[config.mk]
export PLATFORM = sky130hd
export DESIGN_NAME = watch_tmr
export DESIGN_NICKNAME = d
export VERILOG_FILES = /design/src/rtl/wt_pkg.sv /design/src/rtl/wt_counter.sv /design/src/rtl/wt_tap.sv /design/src/rtl/wt_stable.sv /design/src/rtl/wt_ctrl_reg.sv /design/src/rtl/watch_tmr.sv
export SDC_FILE = /design/constraint.sdc
export NUM_CORES = 1
export LEC_CHECK = 0
export BUFFER_PORTS_ARGS = -buffer_cell sky130_fd_sc_hd__buf_2
export CAP_MARGIN = 20
export CORE_MARGIN = 2
export CORE_UTILIZATION = 60
export DETAILED_ROUTE_END_ITERATION = 8
export PLACE_DENSITY = 0.82
export SYNTH_ARGS = -nofsm -noshare
export SYNTH_HDL_FRONTEND = slang
export SYNTH_HIERARCHICAL = 1
export SYNTH_SLANG_ARGS = --single-unit
[constraint.sdc]
create_clock -name clk_i -period 4.54 [get_ports clk_i]
set_clock_uncertainty 0.15 [all_clocks]
set_input_delay 0.227 -clock clk_i [delete_from_list [all_inputs] [get_ports clk_i]]
set_output_delay 0.227 -clock clk_i [all_outputs]
set_load 0.005 [all_outputs]
[src/rtl/wt_pkg.sv]
package wt_pkg;
  localparam int unsigned BIT_WDG = 7;
  localparam int unsigned BIT_STB = 6;
  localparam int unsigned BIT_IE  = 5;
  localparam int unsigned BIT_FLG = 4;
  localparam int unsigned BIT_CLR = 3;
  localparam int unsigned CODE_W  = 3;
  localparam int unsigned NUM_SEL = (1 << CODE_W) - 1;
  localparam logic [CODE_W-1:0] CODE_BAD = '1;

  typedef struct packed {
    logic              wdg;
    logic              ie;
    logic              flg;
    logic [CODE_W-1:0] code;
  } ctrl_t;

  localparam ctrl_t CTRL_RST = '{wdg: 1'b1, ie: 1'b0, flg: 1'b0, code: '0};
endpackage

[src/rtl/wt_counter.sv]
module wt_counter #(
  parameter int unsigned CNT_W = 16
) (
  input  logic             clk_i,
  input  logic             rst_ni,
  input  logic             tick_i,
  input  logic             clr_i,
  output logic [CNT_W-1:0] cnt_o
);
  always_ff @(posedge clk_i or negedge rst_ni) begin
    if (!rst_ni)     cnt_o <= '0;
    else if (clr_i)  cnt_o <= '0;
    else if (tick_i) cnt_o <= cnt_o + 1'b1;
  end
endmodule

[src/rtl/wt_tap.sv]
module wt_tap
  import wt_pkg::*;
#(
  parameter int unsigned TAP_BASE = 9,
  localparam int unsigned CNT_W   = TAP_BASE + NUM_SEL
) (
  input  logic [CNT_W-1:0]  cnt_i,
  input  logic              tick_i,
  input  logic              clr_i,
  input  logic [CODE_W-1:0] code_i,
  output logic              evt_o
);
  logic [(1<<CODE_W)-1:0] wrap;

  // tapped bit falls on the tick that sees all lower bits and the tap at one
  for (genvar g = 0; g < (1 << CODE_W); g++) begin : g_tap
    if (g < NUM_SEL) begin : g_on
      assign wrap[g] = &cnt_i[TAP_BASE+g:0];
    end else begin : g_off
      assign wrap[g] = 1'b0;
    end
  end

  assign evt_o = tick_i & ~clr_i & wrap[code_i];
endmodule

[src/rtl/wt_stable.sv]
module wt_stable #(
  parameter int unsigned STABLE_LOG = 15
) (
  input  logic clk_i,
  input  logic rst_ni,
  input  logic tick_i,
  output logic done_o
);
  logic [STABLE_LOG-1:0] wait_q;

  always_ff @(posedge clk_i or negedge rst_ni) begin
    if (!rst_ni) begin
      wait_q <= '0;
      done_o <= 1'b0;
    end else if (tick_i && !done_o) begin
      wait_q <= wait_q + 1'b1;
      if (&wait_q) done_o <= 1'b1;
    end
  end
endmodule

[src/rtl/wt_ctrl_reg.sv]
module wt_ctrl_reg
  import wt_pkg::*;
(
  input  logic       clk_i,
  input  logic       rst_ni,
  input  logic       wr_i,
  input  logic [7:0] wdata_i,
  input  logic       evt_i,
  output ctrl_t      ctrl_o
);
  logic unused_wbits;
  assign unused_wbits = wdata_i[BIT_STB] ^ wdata_i[BIT_CLR];

  always_ff @(posedge clk_i or negedge rst_ni) begin
    if (!rst_ni) begin
      ctrl_o <= CTRL_RST;
    end else begin
      if (wr_i) begin
        ctrl_o.wdg <= wdata_i[BIT_WDG];
        ctrl_o.ie  <= wdata_i[BIT_IE];
        if (wdata_i[CODE_W-1:0] != CODE_BAD) ctrl_o.code <= wdata_i[CODE_W-1:0];
      end
      // set beats a clearing write
      if (evt_i)                         ctrl_o.flg <= 1'b1;
      else if (wr_i && !wdata_i[BIT_FLG]) ctrl_o.flg <= 1'b0;
    end
  end
endmodule

[src/rtl/watch_tmr.sv]
module watch_tmr
  import wt_pkg::*;
#(
  parameter int unsigned TAP_BASE   = 9,
  parameter int unsigned STABLE_LOG = 15,
  localparam int unsigned CNT_W     = TAP_BASE + NUM_SEL
) (
  input  logic       clk_i,
  input  logic       rst_ni,
  input  logic       sub_tick_i,
  input  logic       reg_sel_i,
  input  logic       reg_we_i,
  input  logic [7:0] reg_wdata_i,
  output logic [7:0] reg_rdata_o,
  output logic       irq_o,
  output logic       wdg_src_o
);
  logic             wr, clr, evt, stable;
  logic [CNT_W-1:0] cnt;
  ctrl_t            ctrl;

  assign wr  = reg_sel_i & reg_we_i;
  assign clr = wr & ~reg_wdata_i[BIT_CLR];

  wt_counter #(.CNT_W(CNT_W)) i_cnt (
    .clk_i, .rst_ni, .tick_i(sub_tick_i), .clr_i(clr), .cnt_o(cnt)
  );

  wt_tap #(.TAP_BASE(TAP_BASE)) i_tap (
    .cnt_i(cnt), .tick_i(sub_tick_i), .clr_i(clr), .code_i(ctrl.code), .evt_o(evt)
  );

  wt_stable #(.STABLE_LOG(STABLE_LOG)) i_stb (
    .clk_i, .rst_ni, .tick_i(sub_tick_i), .done_o(stable)
  );

  wt_ctrl_reg i_reg (
    .clk_i, .rst_ni, .wr_i(wr), .wdata_i(reg_wdata_i), .evt_i(evt), .ctrl_o(ctrl)
  );

  assign reg_rdata_o = {ctrl.wdg, stable, ctrl.ie, ctrl.flg, 1'b1, ctrl.code};
  assign irq_o       = ctrl.flg & ctrl.ie;
  assign wdg_src_o   = ctrl.wdg;
endmodule

# ---- Yosys cells after proc, flatten, opt, wreduce, memory -nomap -nowiden
# Index checks and enable logic that the tools add are counted.
dict set report totals {
  reg_bits 38
  inputBits 13
  output_inout_bits 10
  elab_cells 39
}
dict set report classes {
  n_mux 6
  order_cmp 1
  bitwise_logic 7
  n_reduce_logical 15
  add_sub_neg 2
  eq_ne 1
}
# operator count
set op_table {}
lappend op_table {{$mux W16} 2}
lappend op_table {{$reduce_and A16 Y1} 2}
lappend op_table {{$add A16 B1 Y16 const B} 1}
lappend op_table {{$add A15 B1 Y15 const B} 1}
lappend op_table {{$reduce_and A15 Y1} 1}
lappend op_table {{$reduce_and A14 Y1} 1}
lappend op_table {{$reduce_and A13 Y1} 1}
lappend op_table {{$reduce_and A12 Y1} 1}
lappend op_table {{$reduce_and A11 Y1} 1}
lappend op_table {{$reduce_and A10 Y1} 1}
lappend op_table {{$and A1 B1 Y1} 5}
lappend op_table {{$lt A3 B4 Y1 const B} 1}
lappend op_table {{$reduce_bool A2 Y1} 2}
lappend op_table {{$bmux W1 S3} 1}
lappend op_table {{$mux W1} 3}
lappend op_table {{$ne A3 B3 Y1 const B} 1}
lappend op_table {{$logic_and A1 B1 Y1} 2}
lappend op_table {{$logic_not A1 Y1} 2}
lappend op_table {{$not A1 Y1} 2}
lappend op_table {{$reduce_and A2 Y1} 1}

# ---- Logic depth before layout (Yosys ltp)
# Gate-level depths: netlist of run 1.
dict set report depth {
  ltp_word 6
  mapped_depth 6
  depth_no_buf 5
}

# ---- By module
# The synthesis of run 1 kept the hierarchy.
# mod area_each_um2 cells_each n_inst
set by_module_without_submodules {}
lappend by_module_without_submodules {wt_counter 872.1 82 1}
lappend by_module_without_submodules {wt_stable 742.0 62 1}
lappend by_module_without_submodules {wt_ctrl_reg 259.0 20 1}
lappend by_module_without_submodules {wt_tap 90.1 14 1}
lappend by_module_without_submodules {watch_tmr 47.5 7 1}

# ---- Worst setup path before layout of run 1
# Ideal clock, no wire load.
dict set report synth_path {
  path_type {input-to-reg}
  startpoint {input port reg_wdata_i[3]}
  endpoint {register i_cnt.cnt_o[15]}
  setup_ns 0.125
  path_stages 6
  setup_slack_ns 2.853
  required_ns 4.265
  t_arrival_ns 1.411
  path_cell_list {and3b_1 -> buf_6 -> o211ai_4 -> nor3_2 -> nor3b_2 -> mux2_4}
}
dict set report synth_via {
  elab_chain_cells 3
  word_cells_on_any_way 4
  cone_classes {1 x mux; 2 x bitwise; 1 x reduce/logical}
}
# item line_no
set synth_lines {}
lappend synth_lines {{start, declared} watch_tmr.sv:13} ;# input logic [7:0] reg_wdata_i,
lappend synth_lines {{$not A1 Y1 (*)} watch_tmr.sv:23} ;# assign clr = wr & ~reg_wdata_i[BIT_CLR];
lappend synth_lines {{$and A1 B1 Y1 (*)} watch_tmr.sv:23}
lappend synth_lines {{$mux W16 or $reduce_bool A2 Y1 (tied branches)} --}
lappend synth_lines {{end signal, assigned} wt_counter.sv:13} ;# else if (tick_i) cnt_o <= cnt_o + 1'b1;
lappend synth_lines {{end, declared} wt_counter.sv:8} ;# output logic [CNT_W-1:0] cnt_o
# Mark *: on every way between the ends. The rest lies on a longest branch, timed or not.
# A chain may end at the register's enable or synchronous reset.

# ---- Worst setup path in the final report of run 1
dict set report layout_path {
  startpoint {input port reg_wdata_i[3]}
  endpoint {register i_cnt.cnt_o[15]}
}
dict set report layout_via {
  elab_chain_cells 3
  word_cells_on_any_way 4
  cone_classes {1 x mux; 2 x bitwise; 1 x reduce/logical}
}
# item line_no
set layout_lines {}
lappend layout_lines {{$not A1 Y1 (*)} watch_tmr.sv:23}
lappend layout_lines {{$and A1 B1 Y1 (*)} watch_tmr.sv:23}
lappend layout_lines {{named net clr} watch_tmr.sv:18} ;# logic wr, clr, evt, stable;
lappend layout_lines {{$mux W16 or $reduce_bool A2 Y1 (tied branches)} --}
# The timed path passes the listed nets; every way through them passes the cells marked *.

==> results of run 1 <==
## sequential cells by signal (all words and copies together) (netlist names)
register	cells
i_cnt/cnt_o	16
i_stb/wait_q	15
i_stb/done_o	1
i_reg/ctrl_o	6
## cell type report
| type | count | area [µm²] |
|---|---|---|
| clock buffer | 6 | 51.3 |
| clock inverter | 2 | 12.5 |
| fill | 247 | 1060 |
| inverter | 8 | 30.0 |
| multi-input combinational | 130 | 957 |
| sequential | 38 | 952 |
| tap | 46 | 57.6 |
| timing repair buffer | 26 | 160 |
## synth_stat cells, types with 2 or more instances
master,number,area share [%]
xor2_1,15,6.5
o21ai_0,3,0.75
buf_6,3,1.7
nor2_1,20,3.7
nand4_1,9,2.8
a21boi_1,3,1.1
nor2b_1,2,0.62
inv_1,8,1.5
and2_1,2,0.62
nor4_2,6,3.7
nand3_1,5,1.2
buf_4,4,1.5
a21o_1,3,1.1
mux2_2,3,1.7
xnor2_1,9,3.9
nor4_1,3,0.93
ha_1,2,1.2
nand2_1,9,1.7
nor3_1,4,1.0
a2bb2oi_1,3,1.3
a21oi_1,5,1.2
nand2b_1,3,0.93
dfrtp_1,37,46
clkbuf_1,2,0.37
or3_1,3,0.93
## worst paths after layout
check                                             startpoint                            to  depth (start not counted)
worst max-delay path                          reg_wdata_i[3]   i_cnt/cnt_o[15]$_DFFE_PN0P_                          6
worst min-delay path                          reg_wdata_i[4]   i_reg/ctrl_o[3]$_DFFE_PN0P_                          3
worst min register to register  i_stb/wait_q[11]$_DFFE_PN0P_  i_stb/wait_q[11]$_DFFE_PN0P_                          1
min in group asynchronous                             rst_ni    i_cnt/cnt_o[0]$_DFFE_PN0P_                          2
worst max register to register    i_cnt/cnt_o[3]$_DFFE_PN0P_   i_cnt/cnt_o[15]$_DFFE_PN0P_                          4
max in group asynchronous                             rst_ni   i_cnt/cnt_o[13]$_DFFE_PN0P_                          2
## logic make-up after synthesis
| family | Yosys count | synth area share [%] |
|---|---|---|
| other cells | 1 | 0.187 |
| flops | 38 | 47.4 |
| mux | 6 | 3.48 |
| xor+xnor | 24 | 10.5 |
| compound gates | 20 | 7.59 |
| simple gates | 77 | 24.6 |
| fa+ha+maj | 2 | 1.24 |
| buf+inv | 17 | 5.04 |
## critical path, cell delays in order
cell and delay [ps]:
buf_2 90, and3b_1 710, o211ai_4 240, nor3_2 240, nor3b_2 220, mux2_4 310
## stage by stage
stage / utilization, % / power, mW
floorplan: - / 0.577
global route: 67.6 / 0.869
CTS: 67.6 / 0.821
detailed placement: 63.8 / 0.631
global placement: 63.8 / 0.613
finish: 67.6 / 0.814
## per-layer routing
metal  global-route usage, %  part of all wire, %
met3                    4.97                  3.0
met4                    12.8                  2.2
met1                    25.7                   40
met5                       0                    0
met2                    42.0                   55
## what timing repair did
action,CTS,global route
hold endpoints to repair,42,0
hold buffers,6,0
resized for setup,0,0
## power by group
part           switching [mW]  internal, mW  leakage [nW]
logic                  0.0772        0.0743         0.483
registers              0.0816         0.394         0.495
clock network           0.113        0.0744        0.0343
total                   0.272         0.542          1.01
==> results.cfg, run 1 <==
[worst_setup_path]
r2r_slack_ps = 2640
end_kind = flop
startpoint_type = primary input
critPathMaxFanout = 20
cp.arrival_ps = 2050
worstPathRequired_ps = 4630
critical_path_class = in2reg

[timing]
slew_headroom_pct = 45.9
tns_ps = 0
hold_viol = 0
worst_hold_slack_ps = 31.4
post-route-period-util_pct = 43.2
fmax_mhz = 510
slew_viol_final = 0
worstMarginPinSlew_ps = 812
setup_ws_ps = 2580
period_needed_ps = 1960
rsz0062_at_grt = no
setup_viol = 0

[drt]
drc = 0
firstDrtPassIters = 4
via_count = 1438
first_iter_violations = 66
vias_per_cell = 5.62
post_drt_wl_per_cell_um = 14.7
wl_um = 3780
antenna_left = 0

[placement]
io_buffers = 20
hpwl_um = 2620
placed_area_um2 = 2100
dp_cells = 242
dpl_worst_slack_ps = 2220
globalplace.congestion = 0.797

[grt]
grt_first_pass_wirelength_um = 6470
grt_pass1_vias = 1515
grt-ovfl-total = 0
antenna_found_initial = 0
grt_max_degree = 39
grt_usage_pct = 23.4

[synth]
synth_area_um2 = 2010
yosysWarnings = 6
syn_area_per_cell_um2 = 10.9
async_flop_share_pct = 100
synth_edf_count = 0
syn-num-nets = 200
netlist_instances = 185
ys.flop_type = dfrtp_1
synth_cell_types = 44
yosysSeqAreaShare_pct = 47.4
synth_seq_cells = 38

[cts]
cts_sinks = 38
root_buffer = clkbuf_4
path_clk_slew_ps = 110
clk_latency_ps = 350
postCtsSetupBuffers = 0
max-clock-path-buffers = 2
h-tree-depth = 2
cts_buffers = 5
cts_tree = built

[die]
chipHeight_um = 61.9
core_area_um2 = 3280
num_rows = 21
die_area_um2 = 3830
io_pins = 23
die_w_um = 61.9
initial_core_util_pct = 61.2

[outcome]
status = finished, final reports clean

[pwr]
powerDensity_nw_per_um2 = 367
p_leak_nw = 1.01
ir_drop_v = 0.000331

[cells_and_area]
diodes = 0
final_common_cell = dfrtp_1
fin_nets = 224
drive_gt1_share_pct = 22.4
stdcell_count = 256
syn_to_final_growth_pct = 10.5
design_area_um2 = 2220
final_cell_mix = 37 x dfrtp_1, 20 x nor2_1, 20 x buf_2

[worst_hold_path]
hold_class = in2reg

[job]
cap_violations = 0
No activity file was read; power rests on OpenSTA's default activity.
==> run 2, diff against run 1 <==
--- a/config.mk
+++ b/config.mk
@@ -8,9 +8,9 @@
 export BUFFER_PORTS_ARGS = -buffer_cell sky130_fd_sc_hd__buf_2
 export CAP_MARGIN = 20
 export CORE_MARGIN = 2
-export CORE_UTILIZATION = 60
+export CORE_UTILIZATION = 52
 export DETAILED_ROUTE_END_ITERATION = 8
-export PLACE_DENSITY = 0.82
+export PLACE_DENSITY = 0.75
 export SYNTH_ARGS = -nofsm -noshare
 export SYNTH_HDL_FRONTEND = slang
 export SYNTH_HIERARCHICAL = 1
==> constraint.sdc (replaced) <==
create_clock -name clk_i -period 1.8 [get_ports clk_i]
set_clock_uncertainty 0.15 [all_clocks]
set_input_delay 0.09 -clock clk_i [delete_from_list [all_inputs] [get_ports clk_i]]
set_output_delay 0.09 -clock clk_i [all_outputs]
set_load 0.005 [all_outputs]
==> results.cfg, run 2 (same netlist as run 1, synthesis figures left out) <==
[timing]
worst_hold_slack_ps = 107
slew_viol_final = 0
tns_ps = 0
rsz0062_at_grt = no
period_needed_ps = 1700
hold_viol = 0
setup_ws_ps = 102
setup_viol = 0
post-route-period-util_pct = 94.3
fmax_mhz = 589

[cts]
root_buffer = clkbuf_8
clk_latency_ps = 290
max-clock-path-buffers = 2
cts_sinks = 38
h-tree-depth = 2
postCtsSetupBuffers = 0
cts_tree = built
cts_buffers = 5
path_clk_slew_ps = 70

[drt]
first_iter_violations = 73
wl_um = 4020
antenna_left = 0
firstDrtPassIters = 4
vias_per_cell = 5.39
via_count = 1460
post_drt_wl_per_cell_um = 14.8
drc = 0

[worst_setup_path]
worstPathRequired_ps = 1820
critical_path_class = reg2reg
r2r-start = i_cnt/cnt_o[0]$_DFFE_PN0P_
startpoint_type = flop
critical_path.startpoint = i_cnt/cnt_o[0]$_DFFE_PN0P_
end_kind = flop
endpoint = i_cnt/cnt_o[14]$_DFFE_PN0P_
reg2reg_depth = 4
reg2reg_to = i_cnt/cnt_o[14]$_DFFE_PN0P_
critPathMaxFanout = 6
r2r_slack_ps = 100
cp.arrival_ps = 1720

[die]
die_w_um = 66.2
core_area_um2 = 3690
initial_core_util_pct = 54.5
num_rows = 22
die_area_um2 = 4380
chipHeight_um = 66.2
io_pins = 23

[grt]
antenna_found_initial = 0
grt_max_degree = 39
grt_pass1_vias = 1504
grt_usage_pct = 20.8
grt_first_pass_wirelength_um = 6820
grt-ovfl-total = 0

[placement]
hpwl_um = 2720
dpl_worst_slack_ps = 59.1
io_buffers = 20
globalplace.congestion = 0.753
placed_area_um2 = 2170
dp_cells = 254

[pwr]
p_total_mw = 2.52
powerDensity_nw_per_um2 = 1040
p_leak_nw = 1.12
ir_drop_v = 0.000634

[cells_and_area]
stdcell_count = 271
fin_nets = 237
syn_to_final_growth_pct = 20.5
final_cell_mix = 32 x dfrtp_1, 20 x nor2_1, 20 x buf_2
design_area_um2 = 2420
largestRegisters = i_cnt/cnt_o: 16 flops, i_stb/wait_q: 15 flops, i_reg/ctrl_o: 6 flops
largest-register = i_cnt/cnt_o
seq_area_um2 = 958
largest_reg_flops = 16
diodes = 0
multi_input_area_um2 = 966
final_common_cell = dfrtp_1
drive_gt1_share_pct = 28.3
post-route-util_pct = 65.7
nFillCells = 291

[job]
cap_violations = 0

[outcome]
status = finished, final reports clean

[worst_hold_path]
hold_class = in2reg
-- run 2: changes by cell type in the layout (fill, tap and decap cells not counted), sizes merged --
cell         before  now
buf              20   30
dlygate4sd3       6    9
bufinv            0    2
clkinv            1    0
clkinvlp          1    0
-- run 2: cell type report --
cell class	instances	share of cell area (%)
Clock inverter	2	2.48
Clock buffer	6	3.41
Multi-Input combinational cell	130	39.9
Sequential cell	38	39.6
Tap cell	48	2.48
Timing Repair Buffer	39	11.0
Inverter	8	1.24
-- run 2: repair_timing --
action / in CTS / in global routing
hold endpoints to repair: 43 / 0
hold buffers: 9 / 0
endpoints found under the setup margin: 1 / 3
gates resized for setup: 1 / 6
-- run 2: worst min path at each step --
stage,from,to,slack (ps),cells past startpoint
CTS,sub_tick_i,i_cnt/cnt_o[2]$_DFFE_PN0P_,90,4
detailed placement,rst_ni,i_reg/ctrl_o[1]$_DFFE_PN0P_,20,2
finish,sub_tick_i,i_cnt/cnt_o[2]$_DFFE_PN0P_,110,4
global placement,rst_ni,i_reg/ctrl_o[0]$_DFFE_PN0P_,7,2
floorplan,rst_ni,i_cnt/cnt_o[0]$_DFFE_PN0P_,-360,0
global route,sub_tick_i,i_cnt/cnt_o[7]$_DFFE_PN0P_,110,4
-- run 2: critical path, stage by stage (launching register included) --
cell and delay [ps]:
dfrtp_2 430, ha_2 230, nand2_1 130, nor4_2 280, mux2_1 360
-- run 2: routing by layer --
metal	GRT usage [%]	up-vias	share of wire (%)
li1	-	714	-
met1	23.7	719	41
met2	37.5	25	55
met3	5.62	2	3.1
met4	6.89	0	0.42
met5	0	-	0
-- run 2: where the power goes --
| part | total [mW] | internal (mW) | switching (mW) | leakage (nW) |
|---|---|---|---|---|
| registers | 1.21 | 1.00 | 0.206 | 0.488 |
| clock network | 0.888 | 0.591 | 0.297 | 0.0714 |
| logic | 0.419 | 0.211 | 0.208 | 0.557 |
